File: src/rtl/parcel_tx_pkg.sv
package parcel_tx_pkg;
    typedef enum logic [2:0] {
        ST_IDLE,
        ST_FETCH,
        ST_PULSE,
        ST_GAP,
        ST_WAIT_RES
    } tx_state_e;
endpackage

File: src/rtl/parcel_tx_edge.sv
module parcel_tx_edge (
    input  logic clk,
    input  logic rst_n,
    input  logic sig_in,
    output logic rise_out
);
    logic sig_q;

    always_ff @(posedge clk or negedge rst_n) begin
        if (!rst_n) sig_q <= 1'b0;
        else        sig_q <= sig_in;
    end

    assign rise_out = sig_in & ~sig_q;

    AST_RISE_SINGLE: assert property (@(posedge clk) disable iff (!rst_n)
        rise_out |=> !rise_out);
endmodule

File: src/rtl/parcel_tx_mux.sv
module parcel_tx_mux #(
    parameter int WORD_W   = 64,
    parameter int PARCEL_W = 16,
    localparam int NUM     = WORD_W / PARCEL_W,
    localparam int SEL_W   = (NUM > 1) ? $clog2(NUM) : 1
) (
    input  logic [WORD_W-1:0]   word_in,
    input  logic [SEL_W-1:0]    sel,
    input  logic                enable,
    output logic [PARCEL_W-1:0] parcel_out
);
    logic [PARCEL_W-1:0] lane [NUM];

    for (genvar g = 0; g < NUM; g++) begin : g_lane
        assign lane[g] = word_in[g*PARCEL_W +: PARCEL_W];
    end

    assign parcel_out = enable ? lane[sel] : '0;
endmodule

File: src/rtl/parcel_tx_mclr.sv
module parcel_tx_mclr #(
    parameter int PULSE_CYCLES = 4,
    localparam int CW = $clog2(PULSE_CYCLES + 1)
) (
    input  logic clk,
    input  logic rst_n,
    input  logic trigger,
    output logic pulse_out
);
    logic [CW-1:0] left_q;
    logic [CW:0]   run_q;

    always_ff @(posedge clk or negedge rst_n) begin
        if (!rst_n)            left_q <= '0;
        else if (trigger)      left_q <= CW'(PULSE_CYCLES);
        else if (left_q != '0) left_q <= left_q - 1'b1;
    end

    assign pulse_out = (left_q != '0);

    // Run length of the pulse, for the width check below.
    always_ff @(posedge clk or negedge rst_n) begin
        if (!rst_n)         run_q <= '0;
        else if (pulse_out) run_q <= run_q + 1'b1;
        else                run_q <= '0;
    end

    AST_MCLR_STARTS: assert property (@(posedge clk) disable iff (!rst_n)
        trigger |=> pulse_out);
    AST_MCLR_WIDTH: assert property (@(posedge clk) disable iff (!rst_n)
        $fell(pulse_out) |-> (run_q >= (CW+1)'(PULSE_CYCLES)));
endmodule

File: src/rtl/parcel_tx.sv
module parcel_tx
    import parcel_tx_pkg::*;
#(
    parameter int WORD_W       = 64,
    parameter int PARCEL_W     = 16,
    parameter int PULSE_CYCLES = 4,
    parameter int LEN_W        = 10,
    parameter int SHORT_BLOCK  = 1,
    parameter int LONG_BLOCK   = 512
) (
    input  logic                clk,
    input  logic                rst_n,
    input  logic                start,
    input  logic [LEN_W-1:0]    blk_len,
    input  logic [WORD_W-1:0]   word_data,
    input  logic                word_valid,
    output logic                word_ready,
    input  logic                resume_in,
    input  logic                mclr_cmd,
    output logic [PARCEL_W-1:0] parcel_out,
    output logic                ready_out,
    output logic                disc_out,
    output logic                mclr_out,
    output logic                busy,
    output logic                len_err,
    output logic                proto_err
);
    localparam int NUM_PARCELS = WORD_W / PARCEL_W;
    localparam int IDX_W       = (NUM_PARCELS > 1) ? $clog2(NUM_PARCELS) : 1;
    localparam int CNT_W       = $clog2(PULSE_CYCLES + 1);
    localparam logic [IDX_W-1:0] LAST_IDX = IDX_W'(NUM_PARCELS - 1);
    localparam logic [CNT_W-1:0] PULSE_END = CNT_W'(PULSE_CYCLES - 1);

    tx_state_e         state_q, state_d;
    logic [WORD_W-1:0] word_q;
    logic [IDX_W-1:0]  idx_q;
    logic [LEN_W-1:0]  words_left_q;
    logic [CNT_W-1:0]  cnt_q;
    logic              first_q;
    logic              len_err_q, proto_err_q;
    logic              res_rise;
    logic              len_ok, pulse_done, last_parcel;

    assign len_ok      = (blk_len == LEN_W'(SHORT_BLOCK)) || (blk_len == LEN_W'(LONG_BLOCK));
    assign pulse_done  = (cnt_q == PULSE_END);
    assign last_parcel = (idx_q == LAST_IDX) && (words_left_q == LEN_W'(1));

    parcel_tx_edge u_res_edge (
        .clk      (clk),
        .rst_n    (rst_n),
        .sig_in   (resume_in),
        .rise_out (res_rise)
    );

    parcel_tx_mclr #(.PULSE_CYCLES(PULSE_CYCLES)) u_mclr (
        .clk       (clk),
        .rst_n     (rst_n),
        .trigger   (mclr_cmd),
        .pulse_out (mclr_out)
    );

    parcel_tx_mux #(.WORD_W(WORD_W), .PARCEL_W(PARCEL_W)) u_mux (
        .word_in    (word_q),
        .sel        (idx_q),
        .enable     (ready_out),
        .parcel_out (parcel_out)
    );

    // State register
    always_ff @(posedge clk or negedge rst_n) begin
        if (!rst_n) state_q <= ST_IDLE;
        else        state_q <= state_d;
    end

    // Next state
    always_comb begin
        state_d = state_q;
        unique case (state_q)
            ST_IDLE:     if (start && len_ok) state_d = ST_FETCH;
            ST_FETCH:    if (word_valid) state_d = ST_PULSE;
            ST_PULSE:    if (pulse_done) begin
                             if (first_q)          state_d = ST_WAIT_RES;
                             else if (last_parcel) state_d = ST_IDLE;
                             else                  state_d = ST_GAP;
                         end
            ST_GAP:      state_d = (idx_q == LAST_IDX) ? ST_FETCH : ST_PULSE;
            ST_WAIT_RES: if (res_rise) state_d = ST_GAP;
            default:     state_d = ST_IDLE;
        endcase
        if (mclr_cmd) state_d = ST_IDLE;
    end

    // Datapath and flags
    always_ff @(posedge clk or negedge rst_n) begin
        if (!rst_n) begin
            word_q       <= '0;
            idx_q        <= '0;
            words_left_q <= '0;
            cnt_q        <= '0;
            first_q      <= 1'b0;
            len_err_q    <= 1'b0;
            proto_err_q  <= 1'b0;
        end else if (mclr_cmd) begin
            idx_q        <= '0;
            words_left_q <= '0;
            cnt_q        <= '0;
            first_q      <= 1'b0;
            len_err_q    <= 1'b0;
            proto_err_q  <= 1'b0;
        end else begin
            if (res_rise && state_q != ST_WAIT_RES) proto_err_q <= 1'b1;
            unique case (state_q)
                ST_IDLE: if (start) begin
                    if (len_ok) begin
                        words_left_q <= blk_len;
                        idx_q        <= '0;
                        first_q      <= 1'b1;
                        len_err_q    <= 1'b0;
                    end else begin
                        len_err_q    <= 1'b1;
                    end
                end
                ST_FETCH: if (word_valid) begin
                    word_q <= word_data;
                    cnt_q  <= '0;
                end
                ST_PULSE: cnt_q <= cnt_q + 1'b1;
                ST_GAP: begin
                    cnt_q <= '0;
                    if (idx_q == LAST_IDX) begin
                        idx_q        <= '0;
                        words_left_q <= words_left_q - 1'b1;
                    end else begin
                        idx_q <= idx_q + 1'b1;
                    end
                end
                ST_WAIT_RES: if (res_rise) first_q <= 1'b0;
                default: ;
            endcase
        end
    end

    // Outputs
    always_comb begin
        ready_out  = (state_q == ST_PULSE);
        word_ready = (state_q == ST_FETCH);
        busy       = (state_q != ST_IDLE);
        disc_out   = ready_out && (idx_q == '0) && (words_left_q == LEN_W'(1));
        len_err    = len_err_q;
        proto_err  = proto_err_q;
    end

    // Ready run length, used by the width check.
    logic [CNT_W:0] hi_len_q;
    always_ff @(posedge clk or negedge rst_n) begin
        if (!rst_n)         hi_len_q <= '0;
        else if (ready_out) hi_len_q <= hi_len_q + 1'b1;
        else                hi_len_q <= '0;
    end

    AST_READY_WIDTH: assert property (@(posedge clk) disable iff (!rst_n)
        ($fell(ready_out) && !$past(mclr_cmd)) |-> (hi_len_q == (CNT_W+1)'(PULSE_CYCLES)));
    AST_DISC_IN_READY: assert property (@(posedge clk) disable iff (!rst_n)
        disc_out |-> ready_out);
    AST_NO_SEND_IDLE: assert property (@(posedge clk) disable iff (!rst_n)
        !busy |-> !ready_out);
    AST_BAD_LEN: assert property (@(posedge clk) disable iff (!rst_n)
        (state_q == ST_IDLE && start && !len_ok && !mclr_cmd) |=> (len_err && !busy));
    AST_STRAY_RESUME: assert property (@(posedge clk) disable iff (!rst_n)
        (res_rise && state_q != ST_WAIT_RES && !mclr_cmd) |=> proto_err);
    AST_MCLR_ABORT: assert property (@(posedge clk) disable iff (!rst_n)
        mclr_cmd |=> (!busy && !len_err && !proto_err));
endmodule

File: config.mk
export PLATFORM = sky130hd
export DESIGN_NAME = parcel_tx
export DESIGN_NICKNAME = d
export VERILOG_FILES = /design/src/rtl/parcel_tx_pkg.sv /design/src/rtl/parcel_tx_edge.sv /design/src/rtl/parcel_tx_mux.sv /design/src/rtl/parcel_tx_mclr.sv /design/src/rtl/parcel_tx.sv
export SDC_FILE = /design/constraint.sdc
export NUM_CORES = 1
export LEC_CHECK = 0
export BUFFER_PORTS_ARGS = -buffer_cell sky130_fd_sc_hd__buf_2
export CAP_MARGIN = 10
export CORE_MARGIN = 2
export CORE_UTILIZATION = 58
export CTS_CLUSTER_DIAMETER = 150
export DETAILED_ROUTE_END_ITERATION = 12
export HOLD_SLACK_MARGIN = 0.02
export PLACE_DENSITY = 0.95
export SYNTH_ARGS = -nofsm -noshare
export SYNTH_HDL_FRONTEND = slang
export SYNTH_HIERARCHICAL = 1
export SYNTH_SLANG_ARGS = --single-unit
File: constraint.sdc
create_clock -name clk -period 3.2 [get_ports clk]
set_input_delay 0.32 -clock clk [delete_from_list [all_inputs] [get_ports clk]]
set_output_delay 0.32 -clock clk [all_outputs]
set_load 0.005 [all_outputs]
Yosys cells after proc, flatten, opt, wreduce, memory -nomap -nowiden:

Index checks and enable logic that the tools add are counted.

* $add $sub $neg: 4
* $lt $le $gt $ge: 1
* eq/ne operators: 17
* mux-type cells: 39
* bitwise gates (word level): 4
* reductions and logical operators: 24

Operator list (count)
* 16-bit two-way mux: 3
* 10-bit two-way mux: 4
* 16-bit binary-select mux with 2-bit select: 1
* 3-bit two-way mux: 10
* 3-bit inequality test (second input constant): 7
* 10-bit by 1-bit == test with 1-bit output (second input constant): 2
* 10-bit one-hot mux with 2 select lines: 1
* 3-bit one-hot mux with 5 select lines: 1
* 2-bit two-way mux: 6
* 4-bit AND reduction: 3
* 3-bit nonzero test: 4
* 10-bit == test (second input constant): 1
* 1-bit two-way mux: 10
* 10-bit by 1-bit subtractor with 10-bit output (second input constant): 1
* 3-bit by 2-bit == test with 1-bit output (second input constant): 3
* 3-bit one-hot mux with 3 select lines: 1
* 2-bit nonzero test: 4
* 3-bit AND reduction: 2
* 1-bit logical AND: 5
* 2-bit one-hot mux with 2 select lines: 1
* 2-bit AND reduction: 2
* 4-bit nonzero test: 1
* 3-bit by 1-bit adder with 3-bit output (second input constant): 1
* 3-bit by 1-bit == test with 1-bit output (second input constant): 1
* 13 further kinds: 14

* bits in registers: 89
* input port bits: 80

Logic depth before layout (Yosys ltp):

Gate-level depths: netlist (run 1).

* depth after elaboration: 7
* depth in mapped cells: 7
* depth with buffers taken out: 6

By module:

The synthesis (run 1) kept the hierarchy.

Modules (own cells, without submodules)
* parcel_tx: times used 1, cells each 302, area an instance 3739.8 um2
* parcel_tx_mux: times used 1, cells each 57, area an instance 524.3 um2
* parcel_tx_mclr: times used 1, cells each 16, area an instance 177.7 um2
* parcel_tx_edge: times used 1, cells each 2, area an instance 38.8 um2

Worst setup path before layout (run 1):

OpenSTA, ideal clock, no wires.

* kind: register to output
* start point: register state_q[0]
* end point: output parcel_out[10]
* arrival: 1609 ps
* setup slack: 1271 ps
* cell stages (with the launch flop): 8
* buffers on the path: 3
* cell sequence: dfrtp_1 clkbuf_1 or3_1 inv_1 nand2b_1 buf_6 buf_6 o22ai_1

* cells in the longest elaborated chain, start to end: 2

RTL lines
* from (decl): line parcel_tx.sv:34 `tx_state_e state_q, state_d;`
* from (signal assigned): line parcel_tx.sv:72 `else state_q <= state_d;`
* 3-bit by 2-bit == test with 1-bit output: line parcel_tx.sv:145 `ready_out = (state_q == ST_PULSE);`
* via ready_out: line parcel_tx.sv:21 `output logic ready_out,`
* 16-bit two-way mux: line parcel_tx_mux.sv:18 `assign parcel_out = enable ? lane[sel] : '0;`
* to (decl): line parcel_tx.sv:20 `output logic [PARCEL_W-1:0] parcel_out,`

The timed path passes the listed nets, and every way through them passes these cells.

Worst setup path after layout (run 1):

* start point: register state_q[1]
* end point: output parcel_out[14]

* cells in the longest elaborated chain, start to end: 2

RTL lines (line)
* 3-bit by 2-bit == test with 1-bit output: parcel_tx.sv:145
* 16-bit two-way mux: parcel_tx_mux.sv:18

No other way between the ends.

==> summary.txt, run 1 <==
Status
  – Outcome: finished, final reports clean

Power
  – Lkg Pwr: 2.39 nW
  – Pwr Total: approximately 3.7 mW
  – PwrDens: 703 mW/mm2
  – Worst VDD drop: 0.473 mV

Timing
  – Hold_ws: ~0.084 ns
  – Fin Setup TNS: 0 ns
  – Max Freq: 345 MHz
  – Period minus WS final: around 2.9 ns
  – Slew headroom: 0.269
  – Final Hold Violating Endpoints: 0
  – Fin crit share: 0.906
  – Endpoints failing setup: 0
  – Measured slew at the worst slew-check pin: 1.10 ns
  – Final worst slack: between 0.3 and 0.4 ns
  – Clock skew after layout: roughly 0.011 ns
  – Unrepaired setup endpoints after global routing: false
  – Fin. max-slew vios: 0

Setup path
  – Cell Chain, Critical Path: inv_1 > or3_1 > inv_1 > nand2b_1 > o22ai_1 > buf_2
  – CP max FO: 16
  – CP startpoint: state_q[1]
  – Worst EP arrival: 2.58 ns
  – Crit-path slowest cell: dfrtp_1
  – RR Startpoint: state_q[1]
  – CP Launch Type: register
  – CP Capture Type: output pin
  – Critical Path RT: 2.88 ns
  – Crit-path most repeated cell: inv_1
  – Crit Path Category: register to output pin
  – Max stage delay on crit path: 0.58 ns

Final layout
  – Antenna cells: 0
  – Final Net Count: 559
  – Final Cell Area: 0.00520 mm2
  – Utilization after layout: 0.684
  – Layout cells sized above 1: 0.410
  – Layout area overhead: 16.1%
  – Final Non-Filler Cells: just under 600

Clocking
  – Post-CTS sizing: 0
  – Clk Latency, worst-skew pair: 0.35 ns
  – Clk sink count: a little under 90
  – CTS clk-pin slew, worst paths: 0.09 ns
  – Root Buffer: clkbuf_8
  – Post-CTS Setup Inserts: 0
  – Max Root-Sink Buffers: 2
  – H-tree levels: 3
  – TritonCTS clock tree: done
  – Hold Buf Count CTS: 0
  – CTS Buf Count: 9

GRT
  – Initial antenna violation count: 0
  – Global-route wire length before repair: 16,000 um
  – Grt ovf: 0
  – GRT Total Usage: 0.240
  – Largest net degree at the start of global routing: 90
  – Vias in the first global route: roughly 3,400

Die
  – Die Wd: 91.9 um
  – Chip height: 91.9 um
  – Site Rows: 32
  – Placeable Area: about 0.0076 mm2
  – I/O pins: around 100
  – Starting Density: 0.589
  – Die area: ~0.0084 mm2

Synthesis
  – Count of cell types in the netlist: 51
  – Cell taking the most area after synthesis: dfrtp_1
  – Cell with the most instances after synthesis: dfrtp_1
  – Synth cell count leaders: dfrtp_1, mux2_2, mux2i_1
  – Synth Register Bits: 89
  – Post-synth EDFFs: 0
  – Synth Flop Type: dfrtp_1
  – Mapped Cells: 377
  – Mapped Area: ~0.0045 mm2
  – Dominant cells by area after synthesis: dfrtp_1, mux2_2, mux2i_1
  – Top-area cell type share of the netlist area: 0.497
  – Syn_nets: 465
  – Yosys Warn Count: 6
  – Seq/Total Area, Yosys: 0.497
  – Mean Syn Cell Area: between 10 and 15 um2
  – FFs w/ async S/R, synth: 1.00

Drt
  – ANT nets after route: 0
  – DRC viols: 0
  – Via count: 3,387
  – TritonRoute pass-1 iters: 6
  – DR iter-0 viols: 243
  – Vias per cell: ~5.9
  – WL final: 9900 um
  – Avg WL per Cell: 17.1 um

Place
  – Placed cell area: 0.00500 mm2
  – Dpl hpwl: 6930 um
  – Port bufs: 102
  – Post-Place Setup Slack: 0.725 ns
  – Placed cell count: 562
  – GPL Wtd Cong: 0.868

Job
  – Max-cap violations: 0

Hold path
  – Worst min path class: input pin to register
  – Hold_sp: resume_in
[worst max-delay path, delay by kind of cell, from the launching register on]
kind,cells,cell delay (ns)
compound gates,1,0.33
buf+inv,3,0.48
flops,1,0.58
simple gates,2,0.85
[area by class of cell]
type / count / area [um2]
Clock buffer: 9 / 124
Fill cell: 543 / 2410
Tap cell: 102 / 128
Timing Repair Buffer: 105 / 548
Sequential cell: 89 / 2230
Inverter: 12 / 45.0
Multi-Input combinational cell: 254 / 2050
Clock inverter: 7 / 77.6
[power by group]
group          internal [mW]  total (mW)  switching, mW
sequential              1.54        1.79          0.243
combinational          0.597        1.08          0.482
clock                  0.371       0.790          0.420
total                   2.51        3.66           1.15
[cell families (layout without fill, tap and decap cells)]
| kind of cell | count (synthesis) | count (layout) | share of synthesized area |
|---|---|---|---|
| mux | 98 | 98 | 0.237 |
| flops | 89 | 89 | 0.497 |
| simple gates | 76 | 76 | 0.0933 |
| compound gates | 70 | 70 | 0.100 |
| buf+inv | 34 | 133 | 0.0461 |
| fa+ha+maj | 8 | 8 | 0.0223 |
| xor+xnor | 2 | 2 | 0.00391 |
[path summary, 6_finish.rpt]
kind                       slack (ns)  depth (start not counted)          endpoint
min                              0.08                          1  u_res_edge/sig_q
max in group asynchronous        2.27                          1          idx_q[1]
min reg2reg                      0.50                          2          cnt_q[2]
min in group asynchronous        0.15                          1   words_left_q[4]
max                              0.30                          6    parcel_out[14]
max reg2reg                      0.89                          5   words_left_q[7]
[layout by cell type, fill, tap and decap left out, types with 3 or more instances in the layout]
master	synthesis	final
buf_2	10	101
nand2_1	14	13
nor3_1	12	12
dfrtp_1	89	88
nand2b_1	4	4
buf_4	0	3
clkbuf_8	0	9
o211ai_1	4	4
nor2b_1	3	3
inv_1	12	12
o22ai_1	19	19
a211oi_1	4	4
nor2_1	21	21
mux2i_1	33	33
o21ai_0	11	11
a21oi_1	14	14
mux2_2	65	65
nor4_1	3	3
a311oi_1	3	3
ha_1	8	8
[sequential cells by signal, summed over array words and instances (netlist names), 2 cells and up]
name           cells
word_q            64
words_left_q      10
cnt_q              3
state_q            3
u_mclr/left_q      3
idx_q              2
[layer usage]
layer | up-vias | GRT usage | wire length (um)
li1 | 1570 | - | -
met2 | 151 | 0.403 | 4900
met3 | 21 | 0.0362 | 545
met1 | 1645 | 0.311 | 4190
met4 | 0 | 0.104 | 264
met5 | - | 0 | 0
(Power assumes the default switching activity.)
==> run 2: changes to the inputs <==
--- a/config.mk
+++ b/config.mk
@@ -5,10 +5,13 @@
 export SDC_FILE = /design/constraint.sdc
 export NUM_CORES = 1
 export LEC_CHECK = 0
+export ABC_AREA = 1
 export BUFFER_PORTS_ARGS = -buffer_cell sky130_fd_sc_hd__buf_2
 export CAP_MARGIN = 10
+export CELL_PAD_IN_SITES_DETAIL_PLACEMENT = 1
+export CELL_PAD_IN_SITES_GLOBAL_PLACEMENT = 1
 export CORE_MARGIN = 2
-export CORE_UTILIZATION = 58
+export CORE_UTILIZATION = 45
 export CTS_CLUSTER_DIAMETER = 150
 export DETAILED_ROUTE_END_ITERATION = 12
 export HOLD_SLACK_MARGIN = 0.02
==> run 2 against run 1 <==
Sequential cell count unchanged. Fmax increased by 16%. Die area increased by 46%. Critical path type unchanged. Critical endpoint is now parcel_out[9].
==> summary.txt, run 2 <==
Timing
  – Endpoints failing setup: 0 (unchanged)
  – Fin. max-slew vios: 0 (unchanged)
  – Fin Setup TNS: 0 ns (unchanged)
  – Measured slew at the worst slew-check pin: 0.730 ns (-0.367 ns)
  – Max Freq: 399 MHz (+16%)
  – Clock skew after layout: 0.0112 ns (+0.000414 ns)
  – Final Hold Violating Endpoints: 0 (unchanged)
  – Slew headroom: 0.513 (+0.245)
  – Period minus WS final: 2.51 ns (-0.393 ns)
  – Fin crit share: 0.783 (-0.123)
  – Unrepaired setup endpoints after global routing: false

GRT
  – GRT busiest layer: met2
  – Global-route wire length before repair: 25,700 um (+60%)
  – Grt ovf: 0 (unchanged)
  – Initial antenna violation count: 0 (unchanged)
  – GRT Total Usage: 0.267 (+0.0274)
  – Met1 usage: 0.309 (-0.00244)
  – GRT met3 Usage: 0.0629 (+0.0267)
  – Largest net degree at the start of global routing: 90 (unchanged)
  – Grt met2 use: 0.479 (+0.0760)
  – Vias in the first global route: 4,856 (+42%)

Setup path
  – Crit-path slowest cell: dfrtp_1
  – CP Launch Type: register
  – Worst path depth: 5 (-1)
  – Cell Chain, Critical Path: inv_2 > nand2_1 > nand3_1 > a21oi_1 > buf_2
  – CP Capture Type: output pin
  – Crit Path Category: register to output pin
  – Critical Path RT: 2.88 ns (about the same)
  – Worst EP arrival: 2.19 ns (-0.39 ns)
  – Reg2reg path depth: 6 (+1)
  – Max stage delay on crit path: 0.77 ns (+0.19 ns)
  – CP max FO: 32 (+16)
  – Buf/Inv on CP: 2 (-1)
  – Cell family with most CP delay: flip-flops

Final layout
  – Final Cell Area: 0.00601 mm2 (+16%)
  – Most frequent cells in the layout: nand2_1, inv_1, buf_2
  – Antenna cells: 0 (unchanged)
  – Largest register by flop count: word_q
  – Top flop regs: word_q (64), words_left_q (10)
  – Largest register FFs: 64 (unchanged)
  – Final Net Count: 761 (+36%)
  – Layout area overhead: 16.9%
  – Layout cells sized above 1: 0.298 (-0.112)
  – Most common cell after layout, fill and taps aside: nand2_1

Drt
  – DR iter-0 viols: 199 (-18%)
  – TritonRoute pass-1 iters: 4 (-2)
  – DRC viols: 0 (unchanged)
  – ANT nets after route: 0 (unchanged)
  – Vias per cell: 5.26 (-10%)
  – Avg WL per Cell: 19.4 um (+13%)
  – WL final: 15,900 um (+61%)
  – Via count: 4,320 (+28%)

Job
  – Max-cap violations: 0 (unchanged)

Place
  – Port bufs: 102 (unchanged)
  – Placed cell area: 0.00568 mm2 (+14%)
  – GPL Wtd Cong: 0.912 (+5.0%)
  – Dpl hpwl: 11,100 um (+60%)

Synthesis
  – Seq/Total Area, Yosys: 0.433 (-0.0641)
  – Count of cell types in the netlist: 32 (-37%)
  – FFs w/ async S/R, synth: 1.00 (unchanged)
  – Mapped Cells: 577 (+53%)
  – Mapped Area: 0.00514 mm2 (+15%)
  – Top-area cell type share of the netlist area: 0.433 (-0.0641)
  – Synth Flop Type: dfrtp_1
  – Yosys Warn Count: 6 (unchanged)
  – Cell taking the most area after synthesis: dfrtp_1
  – Post-synth EDFFs: 0 (unchanged)
  – Mean Syn Cell Area: 8.91 um2 (-25%)
  – Syn_nets: 665 (+43%)
  – Cell with the most instances after synthesis: nand2_1
  – Synth Register Bits: 89 (unchanged)
  – Dominant cells by area after synthesis: dfrtp_1, mux2_4, nand2_1
  – Synth cell count leaders: nand2_1, inv_1, dfrtp_1

Die
  – Site Rows: 39 (+22%)
  – Chip height: 111 um (+21%)
  – Placeable Area: 0.0113 mm2 (+48%)
  – Starting Density: 0.456 (-0.133)
  – Die Wd: 111 um (+21%)
  – Die area: 0.0123 mm2 (+46%)
  – I/O pins: 103 (unchanged)

Hold path
  – Worst hold path depth: 1 (unchanged)
  – Worst min path class: input pin to register

Clocking
  – TritonCTS clock tree: done
  – Max Root-Sink Buffers: 2 (unchanged)
  – CTS clk-pin slew, worst paths: 0.07 ns (-0.02 ns)
  – Clk sink count: 89 (unchanged)
  – Post-CTS Setup Inserts: 0 (unchanged)
  – H-tree levels: 3 (unchanged)
  – CTS Buf Count: 9 (unchanged)
  – Root Buffer: clkbuf_16
  – Clk Latency, worst-skew pair: 0.35 ns (about the same)

Power
  – PwrDens: 897 mW/mm2 (+28%)
  – Worst VDD drop: 0.420 mV (-11%)
  – Lkg Pwr: 3.38 nW (+41%)
  – Pwr Total: 5.40 mW (+48%)

Status
  – Outcome: finished, final reports clean
run 2: path summary, 6_finish.rpt:
| path | start | slack (ns) | to |
|---|---|---|---|
| min in group asynchronous | rst_n | 0.38 | word_q[39] |
| max in group asynchronous | rst_n | 2.17 | state_q[2] |
| worst max register to register | state_q[2] | 1.18 | word_q[47] |
| worst max-delay path | idx_q[0] | 0.69 | parcel_out[9] |
| worst min register to register | proto_err | 0.51 | proto_err |
| worst min-delay path | resume_in | 0.09 | u_res_edge/sig_q |
run 2: cells by family (layout without fill, tap and decap cells):
kind of cell | Yosys count | count (layout) | share of synthesized area
multiplexers | 64 | 64 | 0.184
buffers and inverters | 129 | 230 | 0.116
AO/OA/AOI/OAI | 48 | 48 | 0.0504
flip-flops | 89 | 89 | 0.433
AND/OR/NAND/NOR | 239 | 239 | 0.198
adder cells (fa/ha/maj) | 8 | 8 | 0.0195
run 2: stage by stage:
stage	utilization	hold slack, ns	worst slack (ns)	std cells
global placement	0.504	0.443	1.06	803
floorplan	-	0.0244	1.70	577
global route	0.534	0.0904	0.559	821
finish	0.534	0.0921	0.694	821
detailed placement	0.504	0.449	1.03	803
CTS	0.530	0.0854	0.719	819
run 2: report_power, final:
part | total [mW] | switching (mW) | internal, mW
clock network | 1.08 | 0.526 | 0.551
logic | 2.29 | 1.23 | 1.06
registers | 2.03 | 0.395 | 1.64
total | 5.40 | 2.15 | 3.25
run 2: worst register-to-register path, stage by stage (launching register included):
cell and delay [ns]:
dfrtp_1 0.42, inv_1 0.12, nand2_2 0.08, nor2_4 0.19, nand3_4 0.36, buf_4 0.40
mux2_4 0.34
run 2: final cells by class:
type	count	area [um2]
multi-input cells	359	2320
clock buffers	9	225
flip-flops and latches	89	2230
fillers	1367	5260
well taps	143	179
repair buffers	107	586
clock inverters	7	72.6
inverters	107	403
run 2: what timing repair did:
action	4_1_cts	5_1_grt
resized for setup	0	0
endpoints found under the hold margin	0	18
hold buffers	0	1
setup endpoints to repair	0	0
run 2: routing by layer:
layer  up-vias  share of wire
li1       1998              -
met1      2134           0.40
met2       143           0.52
met3        45          0.046
met4         0          0.040
met5         -              0
==> run 3: changes to the inputs <==
--- a/config.mk
+++ b/config.mk
@@ -11,11 +11,11 @@
 export CELL_PAD_IN_SITES_DETAIL_PLACEMENT = 1
 export CELL_PAD_IN_SITES_GLOBAL_PLACEMENT = 1
 export CORE_MARGIN = 2
-export CORE_UTILIZATION = 45
+export CORE_UTILIZATION = 42
 export CTS_CLUSTER_DIAMETER = 150
 export DETAILED_ROUTE_END_ITERATION = 12
 export HOLD_SLACK_MARGIN = 0.02
-export PLACE_DENSITY = 0.95
+export PLACE_DENSITY = 0.92
 export SYNTH_ARGS = -nofsm -noshare
 export SYNTH_HDL_FRONTEND = slang
 export SYNTH_HIERARCHICAL = 1
==> constraint.sdc (replaced) <==
create_clock -name clk -period 2.6 [get_ports clk]
set_input_delay 0.26 -clock clk [delete_from_list [all_inputs] [get_ports clk]]
set_output_delay 0.26 -clock clk [all_outputs]
set_load 0.005 [all_outputs]
==> run 3 against run 2 <==
Non-clock buffer count up 1. Hold slack worse by 0.057 ns. Cell count up 0.61%. Via count down 1.9%.
==> summary.txt, run 3 (synthesized netlist as in run 2, its figures left out) <==
Final layout
  – Top flop regs: word_q (64), words_left_q (10)
  – Layout area overhead: 17.9%
  – Sequential cell area: 0.00223 mm2 (unchanged)
  – Final Net Count: 762 (+0.13%)
  – # fillers: 1,425 (+4.2%)
  – Largest register FFs: 64 (unchanged)
  – Most frequent cells in the layout: nand2_1, inv_1, buf_2
  – Antenna cells: 0 (unchanged)
  – Layout cells sized above 1: 0.299 (+0.00103)
  – Largest register by flop count: word_q
  – Area of the multi-input gates: 0.00232 mm2 (unchanged)
  – Most common cell after layout, fill and taps aside: nand2_1

Timing
  – Endpoints failing setup: 0 (unchanged)
  – Slew headroom: 0.592 (+0.0787)
  – Clock skew after layout: 0.00845 ns (-0.00275 ns)
  – Period minus WS final: 2.14 ns
  – Final Hold Violating Endpoints: 0 (unchanged)
  – Hold_ws: 0.0351 ns (-0.0570 ns)
  – Fin Setup TNS: 0 ns (unchanged)
  – Measured slew at the worst slew-check pin: 0.611 ns (-0.119 ns)
  – Fin. max-slew vios: 0 (unchanged)
  – Fin crit share: 0.822
  – Max Freq: about 470 MHz
  – Unrepaired setup endpoints after global routing: false

Drt
  – Via count: 4,240 (-1.9%)
  – Vias per cell: 5.13 (-2.4%)
  – WL final: 14,200 um (-11%)
  – ANT nets after route: 0 (unchanged)
  – DRC viols: 0 (unchanged)
  – Avg WL per Cell: 17.2 um (-11%)
  – DR iter-0 viols: 215 (+8.0%)
  – TritonRoute pass-1 iters: 4 (unchanged)

Clocking
  – H-tree levels: 3 (unchanged)
  – CTS clk-pin slew, worst paths: 0.07 ns (about the same)
  – CTS Buf Count: 9 (unchanged)
  – Max Root-Sink Buffers: 2 (unchanged)
  – TritonCTS clock tree: done
  – Clk sink count: 89 (unchanged)
  – Root Buffer: clkbuf_16
  – Clk Latency, worst-skew pair: 0.35 ns (about the same)

Setup path
  – Crit-path slowest cell: dfrtp_1
  – Max stage delay on crit path: 0.41 ns (-0.36 ns)
  – Crit-path most repeated cell: inv_1
  – Cell Chain, Critical Path: inv_2 > nor2_2 > nand2_1 > inv_1 > inv_1 > a21oi_1 > buf_2
  – Critical Path RT: 2.34 ns (-0.54 ns)
  – CP Launch Type: register
  – Worst EP arrival: 1.88 ns (-0.31 ns)
  – CP Capture Type: output pin
  – CP max FO: 16 (-50%)
  – Crit Path Category: register to output pin

Status
  – Outcome: finished, final reports clean

Job
  – Max-cap violations: 0 (unchanged)

GRT
  – GRT Total Usage: 0.223 (-0.0448)
  – Largest net degree at the start of global routing: 46 (-49%)
  – Vias in the first global route: 4,578 (-5.7%)
  – Global-route wire length before repair: 22,900 um (-11%)
  – Grt ovf: 0 (unchanged)
  – Initial antenna violation count: 0 (unchanged)

Die
  – Chip height: 115 um (+3.4%)
  – I/O pins: 103 (unchanged)
  – Die area: 0.0131 mm2 (+6.9%)
  – Starting Density: 0.430 (-0.0263)
  – Die Wd: 115 um (+3.4%)
  – Site Rows: 40 (+2.6%)
  – Placeable Area: 0.0120 mm2 (+6.1%)

Place
  – GPL Wtd Cong: 0.811 (-11%)
  – Dpl hpwl: 10,300 um (-7.0%)
  – Port bufs: 102 (unchanged)

Power
  – Lkg Pwr: 3.41 nW (+0.82%)
  – Worst VDD drop: 0.388 mV (-7.7%)
  – PwrDens: 1090 mW/mm2 (+22%)

Hold path
  – Worst min path class: input pin to register
-- run 3: layer usage --
layer | wire length, um | global-route usage
met1 | 6000 | 0.272
met3 | 670 | 0.0455
met5 | 0 | 0
met2 | 7370 | 0.400
met4 | 189 | 0.0553
-- run 3: timing repair --
action                    CTS  global route
resized for setup           0             0
hold endpoints to repair   44             0
setup buffers               0             0
hold buffers                1             0
-- run 3: per-stage QoR --
stage | utilization | instances | instance area (um2) | setup slack [ns] | total power [mW]
3_3_place_gp | 0.479 | 809 | 5720 | 0.629 | 4.91
6_report | 0.507 | 826 | 6060 | 0.464 | 6.64
4_1_cts | 0.507 | 826 | 6060 | 0.425 | 6.67
3_5_place_dp | 0.479 | 809 | 5720 | 0.548 | 5.14
2_1_floorplan | - | 577 | 5140 | 1.14 | 4.44
5_1_grt | 0.507 | 826 | 6060 | 0.282 | 7.10
-- run 3: cell type report --
| type | count | area share |
|---|---|---|
| Sequential cell | 89 | 0.367 |
| Timing Repair Buffer | 108 | 0.0987 |
| Inverter | 107 | 0.0665 |
| Tap cell | 147 | 0.0303 |
| Multi-Input combinational cell | 359 | 0.383 |
| Clock buffer | 9 | 0.0372 |
| Clock inverter | 7 | 0.0169 |
-- run 3: path summary, 6_finish.rpt --
path	from	end	slack, ns	cells after the start
min in group asynchronous	rst_n	word_q[51]	0.46	2
worst min register to register	cnt_q[1]	cnt_q[1]	0.48	2
worst max-delay path	state_q[1]	parcel_out[15]	0.46	7
worst min-delay path	resume_in	u_res_edge/sig_q	0.04	1
max in group asynchronous	rst_n	u_mclr/left_q[0]	1.48	3
worst max register to register	state_q[2]	word_q[56]	0.65	6
-- run 3: report_power, final --
part / leakage, nW / switching [mW] / internal, mW / total [mW]
Clock: 0.162 / 0.592 / 0.855 / 1.45
Sequential: 1.10 / 0.443 / 2.01 / 2.46
Combinational: 2.15 / 1.43 / 1.31 / 2.73
-- run 3: critical path, delay by kind of cell (launching register included) --
family | cells | cell delay, ns
AO/OA/AOI/OAI | 1 | 0.26
flip-flops | 1 | 0.41
buffers and inverters | 4 | 0.59
AND/OR/NAND/NOR | 2 | 0.26
